## src/rtl/rf_pkg.sv

```systemverilog
package rf_pkg;
  // register indices whose behaviour is hardwired
  localparam int REG_PC    = 0;
  localparam int REG_SP    = 1;
  localparam int REG_SR    = 2;
  localparam int REG_CG    = 3;
  localparam int GPR_FIRST = 4;

  // status register bit positions
  localparam int SR_C      = 0;
  localparam int SR_Z      = 1;
  localparam int SR_N      = 2;
  localparam int SR_GIE    = 3;
  localparam int SR_CPUOFF = 4;
  localparam int SR_OSCOFF = 5;
  localparam int SR_SCG0   = 6;
  localparam int SR_SCG1   = 7;
  localparam int SR_V      = 8;
  localparam int SR_BITS   = 9;

  // positions inside the flag_in vector
  localparam int FL_C = 0;
  localparam int FL_Z = 1;
  localparam int FL_N = 2;
  localparam int FL_V = 3;
  localparam int FL_BITS = 4;

  typedef enum logic [1:0] {
    AM_REG = 2'd0,
    AM_IDX = 2'd1,
    AM_IND = 2'd2,
    AM_INC = 2'd3
  } amode_e;
endpackage

```

## src/rtl/rf_pc_unit.sv

```systemverilog
module rf_pc_unit #(
  parameter int W     = 16,
  parameter int OFS_W = 10
) (
  input  logic             clk,
  input  logic             rst,
  input  logic [W-1:0]     rst_vec,
  input  logic             wr,
  input  logic [W-1:0]     wr_data,
  input  logic             inc,
  input  logic             jump,
  input  logic [OFS_W-1:0] ofs,
  output logic [W-1:0]     pc_q
);
  localparam logic [W-1:0] EVEN_MASK = ~W'(1);
  localparam logic [W-1:0] STEP      = W'(2);

  logic [W-1:0] ofs_bytes;
  assign ofs_bytes = {{(W-OFS_W-1){ofs[OFS_W-1]}}, ofs, 1'b0};

  always_ff @(posedge clk) begin
    if (rst)       pc_q <= rst_vec & EVEN_MASK;
    else if (wr)   pc_q <= wr_data & EVEN_MASK;
    else if (jump) pc_q <= pc_q + ofs_bytes;
    else if (inc)  pc_q <= pc_q + STEP;
  end

  AST_PC_ADVANCE: assert property (@(posedge clk) disable iff (rst)
    (inc && !jump && !wr) |=> pc_q == $past(pc_q) + STEP);
  AST_PC_WRITE_WINS: assert property (@(posedge clk) disable iff (rst)
    wr |=> pc_q == ($past(wr_data) & EVEN_MASK));
endmodule

```

## src/rtl/rf_sp_unit.sv

```systemverilog
module rf_sp_unit #(
  parameter int W = 16
) (
  input  logic         clk,
  input  logic         rst,
  input  logic         wr,
  input  logic [W-1:0] wr_data,
  input  logic         push,
  input  logic         pop,
  output logic [W-1:0] sp_q,
  output logic [W-1:0] stack_addr
);
  localparam logic [W-1:0] EVEN_MASK = ~W'(1);
  localparam logic [W-1:0] STEP      = W'(2);

  logic [W-1:0] sp_dec;
  assign sp_dec     = sp_q - STEP;
  assign stack_addr = push ? sp_dec : sp_q;

  always_ff @(posedge clk) begin
    if (rst)       sp_q <= '0;
    else if (wr)   sp_q <= wr_data & EVEN_MASK;
    else if (push) sp_q <= sp_dec;
    else if (pop)  sp_q <= sp_q + STEP;
  end

  AST_SP_PUSH: assert property (@(posedge clk) disable iff (rst)
    (push && !wr) |=> sp_q == $past(stack_addr));
  AST_SP_POP: assert property (@(posedge clk) disable iff (rst)
    (pop && !push && !wr) |=> sp_q == $past(sp_q) + STEP);
  AST_SP_EVEN: assert property (@(posedge clk) disable iff (rst)
    !sp_q[0]);
endmodule

```

## src/rtl/rf_sr_unit.sv

```systemverilog
module rf_sr_unit
  import rf_pkg::*;
#(
  parameter int W = 16
) (
  input  logic               clk,
  input  logic               rst,
  input  logic               wr,
  input  logic [W-1:0]       wr_data,
  input  logic               flag_upd,
  input  logic [FL_BITS-1:0] flag_in,
  output logic [W-1:0]       sr_q
);
  localparam logic [W-1:0] SR_MASK = W'((1 << SR_BITS) - 1);

  always_ff @(posedge clk) begin
    if (rst) begin
      sr_q <= '0;
    end else if (wr) begin
      sr_q <= wr_data & SR_MASK;
    end else if (flag_upd) begin
      sr_q[SR_C] <= flag_in[FL_C];
      sr_q[SR_Z] <= flag_in[FL_Z];
      sr_q[SR_N] <= flag_in[FL_N];
      sr_q[SR_V] <= flag_in[FL_V];
    end
  end

  AST_SR_HIGH_ZERO: assert property (@(posedge clk) disable iff (rst)
    sr_q[W-1:SR_BITS] == '0);
  AST_SR_CTRL_KEPT: assert property (@(posedge clk) disable iff (rst)
    (flag_upd && !wr) |=> sr_q[SR_SCG1:SR_GIE] == $past(sr_q[SR_SCG1:SR_GIE]));
endmodule

```

## src/rtl/rf_gpr_bank.sv

```systemverilog
module rf_gpr_bank #(
  parameter int W      = 16,
  parameter int ADDR_W = 4,
  parameter int BASE   = 4
) (
  input  logic              clk,
  input  logic              we,
  input  logic [ADDR_W-1:0] waddr,
  input  logic [W-1:0]      wdata,
  input  logic [ADDR_W-1:0] ra_addr,
  output logic [W-1:0]      ra_data,
  input  logic [ADDR_W-1:0] rb_addr,
  output logic [W-1:0]      rb_data
);
  localparam int DEPTH = (1 << ADDR_W) - BASE;
  localparam logic [ADDR_W-1:0] BASE_A = ADDR_W'(BASE);

  logic [W-1:0] mem [DEPTH];

  function automatic logic [ADDR_W-1:0] slot(input logic [ADDR_W-1:0] a);
    return (a >= BASE_A) ? a - BASE_A : '0;
  endfunction

  // no reset on the array so it can map onto distributed RAM
  always_ff @(posedge clk) begin
    if (we && waddr >= BASE_A) mem[slot(waddr)] <= wdata;
  end

  assign ra_data = mem[slot(ra_addr)];
  assign rb_data = mem[slot(rb_addr)];
endmodule

```

## src/rtl/cpu_regfile.sv

```systemverilog
module cpu_regfile
  import rf_pkg::*;
#(
  parameter int DATA_W = 16,
  parameter int ADDR_W = 4,
  parameter int OFS_W  = 10
) (
  input  logic              clk,
  input  logic              rst,
  input  logic [DATA_W-1:0] rst_vector,
  input  logic              wr_en,
  input  logic [ADDR_W-1:0] wr_addr,
  input  logic [DATA_W-1:0] wr_data,
  input  logic [ADDR_W-1:0] rda_addr,
  input  logic [1:0]        rda_mode,
  output logic [DATA_W-1:0] rda_data,
  input  logic [ADDR_W-1:0] rdb_addr,
  output logic [DATA_W-1:0] rdb_data,
  input  logic              pc_inc,
  input  logic              pc_jump,
  input  logic [OFS_W-1:0]  jump_ofs,
  output logic [DATA_W-1:0] pc_out,
  input  logic              sp_push,
  input  logic              sp_pop,
  output logic [DATA_W-1:0] stack_addr,
  input  logic              flag_upd,
  input  logic [3:0]        flag_in,
  output logic [DATA_W-1:0] sr_out
);
  localparam int NPORTS = 2;
  localparam logic [ADDR_W-1:0] A_PC = ADDR_W'(REG_PC);
  localparam logic [ADDR_W-1:0] A_SP = ADDR_W'(REG_SP);
  localparam logic [ADDR_W-1:0] A_SR = ADDR_W'(REG_SR);
  localparam logic [ADDR_W-1:0] A_CG = ADDR_W'(REG_CG);

  logic [DATA_W-1:0] pc_q, sp_q, sr_q;
  logic [DATA_W-1:0] gpr_a, gpr_b;

  rf_pc_unit #(.W(DATA_W), .OFS_W(OFS_W)) u_pc (
    .clk(clk), .rst(rst), .rst_vec(rst_vector),
    .wr(wr_en && wr_addr == A_PC), .wr_data(wr_data),
    .inc(pc_inc), .jump(pc_jump), .ofs(jump_ofs), .pc_q(pc_q)
  );

  rf_sp_unit #(.W(DATA_W)) u_sp (
    .clk(clk), .rst(rst),
    .wr(wr_en && wr_addr == A_SP), .wr_data(wr_data),
    .push(sp_push), .pop(sp_pop), .sp_q(sp_q), .stack_addr(stack_addr)
  );

  rf_sr_unit #(.W(DATA_W)) u_sr (
    .clk(clk), .rst(rst),
    .wr(wr_en && wr_addr == A_SR), .wr_data(wr_data),
    .flag_upd(flag_upd), .flag_in(flag_in), .sr_q(sr_q)
  );

  rf_gpr_bank #(.W(DATA_W), .ADDR_W(ADDR_W), .BASE(GPR_FIRST)) u_gpr (
    .clk(clk), .we(wr_en), .waddr(wr_addr), .wdata(wr_data),
    .ra_addr(rda_addr), .ra_data(gpr_a),
    .rb_addr(rdb_addr), .rb_data(gpr_b)
  );

  logic [NPORTS-1:0][ADDR_W-1:0] p_addr;
  logic [NPORTS-1:0][1:0]        p_mode;
  logic [NPORTS-1:0][DATA_W-1:0] p_gpr;
  assign p_addr = {rdb_addr, rda_addr};
  assign p_mode = {2'b00, rda_mode};   // port B is register mode only
  assign p_gpr  = {gpr_b, gpr_a};

  for (genvar p = 0; p < NPORTS; p++) begin : g_port
    logic [DATA_W-1:0] nxt, q;
    always_comb begin
      case (p_addr[p])
        A_PC: nxt = pc_q;
        A_SP: nxt = sp_q;
        A_SR: begin
          case (p_mode[p])
            AM_IND:  nxt = DATA_W'(4);
            AM_INC:  nxt = DATA_W'(8);
            default: nxt = sr_q;
          endcase
        end
        A_CG: begin
          case (p_mode[p])
            AM_REG:  nxt = '0;
            AM_IDX:  nxt = DATA_W'(1);
            AM_IND:  nxt = DATA_W'(2);
            default: nxt = '1;
          endcase
        end
        default: nxt = p_gpr[p];
      endcase
    end
    always_ff @(posedge clk) begin
      if (rst) q <= '0;
      else     q <= nxt;
    end
  end

  assign rda_data = g_port[0].q;
  assign rdb_data = g_port[1].q;
  assign pc_out   = pc_q;
  assign sr_out   = sr_q;

  AST_CG_ALL_ONES: assert property (@(posedge clk) disable iff (rst)
    (rda_addr == A_CG && rda_mode == AM_INC) |=> rda_data == '1);
  AST_CG_ZERO_B: assert property (@(posedge clk) disable iff (rst)
    (rdb_addr == A_CG) |=> rdb_data == '0);
  AST_READ_OLD_PC: assert property (@(posedge clk) disable iff (rst)
    (rdb_addr == A_PC) |=> rdb_data == $past(pc_out));
endmodule

```

## config.mk

```make
export PLATFORM = sky130hd
export DESIGN_NAME = cpu_regfile
export DESIGN_NICKNAME = d
export VERILOG_FILES = /design/src/rtl/rf_pkg.sv /design/src/rtl/rf_pc_unit.sv /design/src/rtl/rf_sp_unit.sv /design/src/rtl/rf_sr_unit.sv /design/src/rtl/rf_gpr_bank.sv /design/src/rtl/cpu_regfile.sv
export SDC_FILE = /design/constraint.sdc
export NUM_CORES = 1
export LEC_CHECK = 0
export ABC_AREA = 1
export ABC_CLOCK_PERIOD_IN_PS = 2700
export BUFFER_PORTS_ARGS = -buffer_cell sky130_fd_sc_hd__buf_2
export CAP_MARGIN = 25
export CELL_PAD_IN_SITES_DETAIL_PLACEMENT = 1
export CELL_PAD_IN_SITES_GLOBAL_PLACEMENT = 1
export CORE_MARGIN = 2
export CORE_UTILIZATION = 40
export CTS_CLUSTER_SIZE = 16
export DETAILED_ROUTE_END_ITERATION = 6
export GPL_TIMING_DRIVEN = 1
export PLACE_DENSITY_LB_ADDON = 0.1
export SYNTH_ARGS = -nofsm -noshare
export SYNTH_HDL_FRONTEND = slang
export SYNTH_SLANG_ARGS = --single-unit
```

## constraint.sdc

```tcl
create_clock -name clk -period 2.7 [get_ports clk]
set_clock_uncertainty 0.2 [all_clocks]
set_input_delay 0.135 -clock clk [delete_from_list [all_inputs] [get_ports clk]]
set_output_delay 0.135 -clock clk [all_outputs]
set_load 0.01 [all_outputs]
```

# After elaboration in Yosys (flattened, before gate mapping)

Memory sizes are Yosys's and may differ from the RTL's.
Index checks and enable logic that the tools add are counted.

Flip-flop bits (word level): 73
RAM bits: 192
Logic and storage cells: 66
Memories: 1

Add/sub/neg operators: 7
Order comparisons: 3
Eq/ne operators: 11
Muxes and demuxes: 21
Reduce and logical (&&, ||, !) cells: 15

Memory list:

| name      | words | width | read ports | clocked after Yosys merged registers in | wr ports | line              | source |
|---|---|---|---|---|---|---|---|
| u_gpr.mem | 12    | 16    | 2          | 0                                       | 1        | rf_gpr_bank.sv:18 | `logic [W-1:0] mem [DEPTH];` |

Operator list:

| cell                                                                  | number |
|---|---|
| 16-bit two-way mux                                                    | 8 |
| 16-bit one-hot mux with 4 select lines                                | 2 |
| 16-bit one-hot mux with 3 select lines                                | 1 |
| 16-bit by 2-bit adder with 16-bit output, second input constant       | 2 |
| 4-bit by 2-bit == test with 1-bit output, second input constant       | 5 |
| 9-bit one-hot mux with 2 select lines                                 | 1 |
| 16-bit adder                                                          | 1 |
| 16-bit by 2-bit subtractor with 16-bit output, second input constant  | 1 |
| 4-bit by 1-bit == test with 1-bit output, second input constant       | 3 |
| 4-bit by 3-bit >= comparator with 1-bit output, second input constant | 3 |
| 4-bit zero test                                                       | 3 |
| 4-bit two-way mux                                                     | 3 |
| 4-bit by 3-bit subtractor with 4-bit output, second input constant    | 3 |
| 3-bit two-way mux                                                     | 2 |
| 2-bit nonzero test                                                    | 3 |
| 2-bit == test, second input constant                                  | 2 |
| 1-bit logical AND                                                     | 4 |
| 1-bit two-way mux                                                     | 4 |
| 4-bit nonzero test                                                    | 1 |
| 2-bit OR reduction                                                    | 2 |
| 3-bit nonzero test                                                    | 1 |
| 2-bit by 1-bit == test with 1-bit output, second input constant       | 1 |
| 2-bit zero test                                                       | 1 |

# Longest topological paths before layout

Gate-level depths: netlist of the first run.

Depth in word-level cells: 5
Depth in mapped cells: 16
Mapped depth without buffers: 16

# Hierarchy

Synthesis of the first run repeated with hierarchy kept, for this count alone.

Cell total of the unflattened synthesis: 2254
Area, all modules: 16296.9 µm²

Modules (own cells, without submodules):

| module      | times used | cells an instance | area an instance (µm²) | seq. area each (µm²) |
|---|---|---|---|---|
| rf_gpr_bank | 1          | 1290              | 10398.7                | 5765.5 |
| cpu_regfile | 1          | 348               | 2122.0                 | 640.6 |
| rf_sp_unit  | 1          | 300               | 1702.9                 | 300.3 |
| rf_pc_unit  | 1          | 256               | 1641.6                 | 450.4 |
| rf_sr_unit  | 1          | 60                | 431.7                  | 180.2 |

# Least setup slack after synthesis of the first run

Ideal clock, no wire load.

Path type: register to register
From: register u_pc.pc_q[1]
To: register u_pc.pc_q[15], data pin
Setup time: 0.252 ns
Data arrival time: 1.710 ns
Data required time: 2.248 ns
Slack: 0.538 ns
Stages on the path, launching flop included: 14
Buffers on the path: 0
Period minus slack after synthesis: 2.162 ns
Cell sequence: edfxtp_1 ha_1 inv_1 fa_1 inv_1 nand2_1 nand3_1 nand2_1 nand2_1 nand2_1 nand3_1 nand3_1 nand2_1 nand2_1

Longest elaborated chain between the ends: 5

Ends and longest elaborated chain:

| what                                     | line             | source |
|---|---|---|
| start, declared                          | rf_pc_unit.sv:13 | `output logic [W-1:0] pc_q` |
| start signal, assigned                   | rf_pc_unit.sv:22 | `if (rst) pc_q <= rst_vec & EVEN_MASK;` |
| start signal, assigned                   | rf_pc_unit.sv:23 | `else if (wr) pc_q <= wr_data & EVEN_MASK;` |
| start signal, assigned                   | rf_pc_unit.sv:24 | `else if (jump) pc_q <= pc_q + ofs_bytes;` |
| 16-bit by 2-bit adder with 16-bit output | rf_pc_unit.sv:25 | `else if (inc) pc_q <= pc_q + STEP;` |
| 16-bit two-way mux                       | rf_pc_unit.sv:25 |  |
| 16-bit two-way mux *                     | rf_pc_unit.sv:24 |  |
| 16-bit two-way mux *                     | rf_pc_unit.sv:23 |  |
| 16-bit two-way mux *                     | rf_pc_unit.sv:22 |  |

Every way passes the cells marked *; elsewhere a longest branch is shown, timed or not. The select of a mux whose other input is x is not followed.
A chain may end at the register's enable or synchronous reset.

# Worst setup path in the final report of the first run

From: register u_sp.sp_q[1]
To: output stack_addr[13]

Longest elaborated chain between the ends: 2

Ends and longest elaborated chain:

| what                                          | line              | source |
|---|---|---|
| start, declared                               | rf_sp_unit.sv:10  | `output logic [W-1:0] sp_q,` |
| start signal, assigned                        | rf_sp_unit.sv:22  | `else if (wr) sp_q <= wr_data & EVEN_MASK;` |
| start signal, assigned                        | rf_sp_unit.sv:23  | `else if (push) sp_q <= sp_dec;` |
| start signal, assigned                        | rf_sp_unit.sv:24  | `else if (pop) sp_q <= sp_q + STEP;` |
| 16-bit by 2-bit subtractor with 16-bit output | rf_sp_unit.sv:17  | `assign sp_dec = sp_q - STEP;` |
| 16-bit two-way mux                            | rf_sp_unit.sv:18  | `assign stack_addr = push ? sp_dec : sp_q;` |
| end, declared                                 | cpu_regfile.sv:25 | `output logic [DATA_W-1:0] stack_addr,` |

No other way between the ends.

==> flow_metrics.py, run 1 <==
metrics = {
    "run_status": {
        "outcome": "finished clean",
    },
    "drt": {
        "vias": 14000,
        "first_pass_iters": 5,
        "drc": 0,
        "ant_nets": 0,
        "drt-total-wl_um": 58200,
        "drt_iter0_drc": 1223,
        "viasPerCell": 5.79,
        "wl_per_cell_um": 24.0,
    },
    "logic_synthesis": {
        "synth_area_um2": 14400,
        "synth_edf_count": 207,
        "synthArstFlopShare": 0,
        "avgSynthCellArea_um2": 8.30,
        "synth_ff_type": "edfxtp_1",
        "ys_seq_area_frac": 0.510,
        "yosysUniqueCellTypes": 47,
        "yosysWarnings": 0,
        "ys_seq_elements": 263,
        "syn_inst": 1733,
    },
    "timing": {
        "timing.setup.tns_ps": 0,
        "relSlewSlack": 0.553,
        "finalCritPeriodShare": 0.927,
        "fin_crit_ps": 2500,
        "hold_violations": 0,
        "finalSetupViolations": 0,
        "clock.fmax_mhz": 400,
        "worst_pin_slew_ps": 670,
        "drv_slew": 0,
        "rsz0062_at_grt": "no",
        "setup_slack_ps": 197,
    },
    "floorplanning": {
        "fp-row-count": 69,
        "fp.dieH_um": 194,
        "boundaryPins": 148,
        "dieArea_um2": 37500,
        "core_area_um2": 35500,
        "dieWidth_um": 194,
        "start_util": 0.405,
    },
    "power_and_ir_drop": {
        "power_density_nw_per_um2": 634,
        "finalPower_mw": 11.1,
        "p_leak_nw": 7.19,
        "ir_drop_mv": 0.600,
    },
    "clock_tree": {
        "worst_setup_hold_path_clk_slew_ps": 60,
        "clock_latency_ps": 580,
        "clk_path_buf_depth": 3,
        "root_buffer": "clkbuf_16",
        "cts_made_buffers": 30,
        "clock_sinks": 263,
        "htree_levels": 1,
        "cts_tree": "yes",
    },
    "grt": {
        "grt_start_max_net_pins": 58,
        "grt_overflow": 0,
        "antenna_found_initial": 3,
        "grt_usage": 0.306,
        "grt_pass1_vias": 14300,
        "grt_pass1_wl_um": 87500,
    },
    "place": {
        "placed_cells": 2310,
        "gp_congestion": 0.897,
        "portBuffers": 137,
        "place_worst_setup_slack_ps": 293,
        "dp_hpwl_um": 38900,
    },
    "final_layout": {
        "final_common_cell": "nand2_1",
        "layout_common_cells": "nand2_1 (416), edfxtp_1 (207), o21ai_0 (192)",
        "fin_nets": 2022,
        "synthToLayoutAreaGrowth_pct": 21.3,
        "drive_gt1_frac": 0.159,
        "fin_cells": 2426,
    },
    "critical_path": {
        "cp_max_fo": 6,
        "critPathCaptureType": "output port",
        "criticalPathCategory": "flop to output port",
        "cp-start-kind": "flop",
        "crit_arrival_ps": 2170,
        "crit_required_ps": 2370,
    },
    "flow_run": {
        "drv_cap": 0,
    },
    "hold_path": {
        "hold_class": "primary input to flop",
    },
}
-- report_power, final --
part	internal, mW	total (mW)	switching (mW)
registers	4.56	4.71	0.149
logic	0.710	2.13	1.42
clock network	2.47	4.22	1.75
total	7.74	11.1	3.32
-- synth_stat cells (7+ instances only) --
cell       number  share of area
o211ai_1       53          0.028
inv_1         139          0.036
buf_4          14         0.0073
inv_2           8         0.0021
edfxtp_1      207           0.43
ha_1           13          0.011
nand4_1         8         0.0035
o2111ai_1       7         0.0043
o22ai_1        40          0.017
xor2_1         10         0.0061
clkbuf_1       41          0.011
a21oi_1       134          0.047
nor2_1        132          0.034
a31oi_1        21         0.0091
buf_2          40          0.014
nor3_1         11         0.0038
o21ai_0       192          0.067
nand2_1       418           0.11
dfxtp_1        56          0.078
nand3_1       123          0.043
-- through the flow --
step | utilization | instance area (um2) | hold slack [ps]
after CTS | 0.490 | 17400 | 1.37
after global placement | 0.445 | 15800 | 211
after detailed placement | 0.445 | 15800 | 212
after floorplan | - | 14400 | 26.2
after global routing | 0.491 | 17400 | 62.7
final | 0.492 | 17400 | 44.5
-- kinds of logic after synthesis --
kind of cell	synth area share
XOR/XNOR	0.00853
flip-flops	0.510
multiplexers	0.000696
AND/OR/NAND/NOR	0.212
other	0.000261
buffers and inverters	0.0736
adder cells (fa/ha/maj)	0.0127
AO/OA/AOI/OAI	0.182
-- per-layer routing --
layer	global-route usage	part of all wire
met1	0.416	0.43
met2	0.485	0.45
met3	0.0457	0.064
met4	0.141	0.051
met5	0	0.00012
-- path summary, 6_finish.rpt --
kind / from / endpoint / slack (ps) / depth (start not counted)
setup / recovery: u_sp.sp_q[1] / stack_addr[13] / 200 / 11
setup reg to reg: u_sp.sp_q[6] / u_sp.sp_q[9] / 210 / 9
hold reg to reg: u_sr.sr_q[3] / u_sr.sr_q[3] / 310 / 2
hold / removal: wr_en / u_sr.sr_q[7] / 40 / 5
-- critical path: stages (launching register included) --
cell     delay (ps)
dfxtp_4         370
inv_1           110
ha_4            160
nand2_4          70
nor2_4          110
nand2_2          80
nor2_4          150
nand2_1          80
xor2_1          140
nand2_1          80
o21ai_0          90
buf_2           160
-- area by class of cell --
class | count | area (um2)
fillers | 4277 | 18000
diodes | 1 | 2.50
clock buffers | 40 | 840
clock inverters | 16 | 170
well taps | 461 | 577
flip-flops and latches | 263 | 7340
inverters | 149 | 559
multi-input cells | 1228 | 6080
repair buffers | 268 | 1870
-- repair_timing --
action / 4_1_cts / 5_1_grt
endpoints found under the hold margin: 245 / 0
setup buffers: 1 / 2
gates resized for setup: 3 / 9
setup endpoints to repair: 2 / 8
pin swaps: 1 / 5
hold buffers: 56 / 0
-- flip-flops by register name (all words and copies together), names as in the netlist --
register / flops
u_gpr.mem: 192
rda_data: 16
rdb_data: 16
u_pc.pc_q: 15
u_sp.sp_q: 15
u_sr.sr_q: 9
(Power assumes the default switching activity.)
==> run 2, diff against run 1 <==
- CORE_ASPECT_RATIO: default -> 0.9
==> flow_metrics.py, run 2 (synthesis gave the netlist of run 1 again) <==
metrics = {
    "run_status": {
        "outcome": "finished clean",
    },
    "power_and_ir_drop": {
        "power_density_nw_per_um2": 652,
        "p_leak_nw": 7.26,
        "p_switching_mw": 3.37,
        "ir_drop_mv": 0.545,
        "swShare": 0.292,
        "pwr-share-clk": 0.402,
        "p_seq_frac": 0.408,
        "power.internal_mw": 8.16,
        "combPwrFrac": 0.190,
    },
    "drt": {
        "first_pass_iters": 5,
        "route.met3.wl_um": 3970,
        "wl_met2_um": 27400,
        "wl_met1_um": 25700,
        "drt_iter0_drc": 1300,
        "drc": 0,
        "viasPerCell": 5.81,
        "wl_per_cell_um": 24.4,
        "drt-total-wl_um": 59600,
        "ant_nets": 0,
        "top_layer": "met5",
        "vias": 14200,
    },
    "hold_path": {
        "hp-start": "wr_en",
        "holdPathStages": 5,
        "min_to": "u_sr.sr_q[7]",
        "hold_class": "primary input to flop",
    },
    "final_layout": {
        "drive_gt1_frac": 0.160,
        "regArea_um2": 7340,
        "regMostFlops": "u_gpr.mem",
        "largest_reg_flops": 192,
        "fillers": 4218,
        "multiInputGateArea_um2": 6100,
        "final_common_cell": "nand2_1",
        "fin_nets": 2029,
        "fin_cells": 2442,
        "synthToLayoutAreaGrowth_pct": 23.0,
        "layout_common_cells": "nand2_1 (416), edfxtp_1 (207), o21ai_0 (192)",
    },
    "timing": {
        "hold_violations": 0,
        "clock.fmax_mhz": 378,
        "worst_pin_slew_ps": 925,
        "relSlewSlack": 0.383,
        "drv_slew": 0,
        "finalSetupViolations": 0,
        "setup_slack_ps": 53.9,
        "finalCritPeriodShare": 0.980,
        "fin_crit_ps": 2650,
    },
    "critical_path": {
        "crit_chain": "dlygate4sd3_1 > buf_2 > clkinvlp_4 > nand2_8 > nand2_4 > buf_16 > or2_2 > nand2_1 > o21ai_0 > nand2_1 > nand3_1 > nand2_1 > a21oi_1 > dlygate4sd3_1",
        "crit_arrival_ps": 2910,
        "rr_startpoint": "u_pc.pc_q[1]",
        "crit_required_ps": 2970,
        "cp_slowest_cell": "dlygate4sd3_1",
        "cp_max_fo": 36,
        "cp_slowest_stage_delay_ps": 570,
        "cp_common_cell": "nand2_1",
        "crit_start": "rdb_addr[2]",
        "criticalPathCategory": "primary input to flop",
        "reg2regPathDepth": 10,
        "critPathCaptureType": "flop",
        "r2r_end": "u_pc.pc_q[5]",
        "rrSetupSlack_ps": 180,
        "cp-start-kind": "primary input",
    },
    "grt": {
        "grt_overflow": 0,
        "grt_pass1_wl_um": 87800,
        "grt_start_max_net_pins": 72,
        "grt_pass1_vias": 14400,
        "antenna_found_initial": 2,
        "grt_usage": 0.314,
    },
    "clock_tree": {
        "clock_sinks": 263,
        "cts_tree": "yes",
        "worst_setup_hold_path_clk_slew_ps": 60,
        "cts_made_buffers": 31,
        "root_buffer": "clkbuf_16",
        "clock_latency_ps": 590,
        "htree_levels": 1,
        "clk_path_buf_depth": 3,
    },
    "floorplanning": {
        "fp.dieH_um": 184,
        "fp-row-count": 65,
        "boundaryPins": 148,
        "dieWidth_um": 204,
        "start_util": 0.408,
        "dieArea_um2": 37500,
        "core_area_um2": 35200,
    },
    "place": {
        "place_worst_setup_slack_ps": 270,
        "portBuffers": 137,
        "gp_congestion": 0.908,
        "placed_cells": 2308,
        "dp_hpwl_um": 38700,
    },
    "flow_run": {
        "drv_cap": 0,
    },
}
[run 2: area by class of cell]
type                       instances  share of cell area
clock buffer                      40              0.0475
antenna                            1            0.000141
multi-input combinational       1228               0.345
sequential                       263               0.415
inverter                         149              0.0318
timing repair buffer             274               0.112
clock inverter                    18              0.0156
tap                              469              0.0332
[run 2: routing by layer]
| layer | vias up | global-route usage |
|---|---|---|
| met2 | 531 | 0.506 |
| met4 | 2 | 0.128 |
| met5 | - | 0 |
| li1 | 6419 | - |
| met3 | 136 | 0.0402 |
| met1 | 7106 | 0.427 |
[run 2: how the worst max path moves through the flow]
| stage | cells after the start | slack (ps) | to |
|---|---|---|---|
| 3_3_place_gp | 15 | 300 | u_pc.pc_q[15] |
| 6_report | 14 | 50 | rdb_data[0] |
| 5_1_grt | 11 | -8 | stack_addr[13] |
| 2_1_floorplan | 13 | 540 | u_pc.pc_q[15] |
| 3_5_place_dp | 15 | 270 | u_pc.pc_q[15] |
| 4_1_cts | 14 | 40 | rdb_data[0] |
[run 2: power groups by stage]
stage          clock (mW)  sequential [mW]  combinational, mW
2_1_floorplan           0             4.78               1.15
3_3_place_gp            0             4.79               1.93
3_5_place_dp            0             4.79               1.97
4_1_cts              4.69             4.71               2.09
5_1_grt              4.82             4.72               2.39
6_report             4.64             4.71               2.19
[run 2: what timing repair did]
item,CTS,global route
setup endpoints to repair,3,9
pin swaps,1,3
endpoints found under the hold margin,244,0
hold buffers,67,0
buffers inserted,1,6
resized for setup,4,17
cloned,0,1
[run 2: critical path: cells and delay by family]
kind	cells	cell delay, ps
AOI/OAI and AO/OA	2	150
buffers and inverters	5	1720
and+or+nand+nor	7	910
[run 2: metrics by stage]
stage          hold slack, ps  setup TNS [ps]  instance area, um2   util  power [mW]
4_1_cts                  2.71               0               17500  0.498        11.5
6_report                 38.2               0               17700  0.502        11.5
2_1_floorplan            26.2               0               14400      -        5.93
3_5_place_dp              209               0               15700  0.447        6.77
5_1_grt                  72.3           -8.18               17700  0.502        11.9
3_3_place_gp              208               0               15700  0.447        6.72
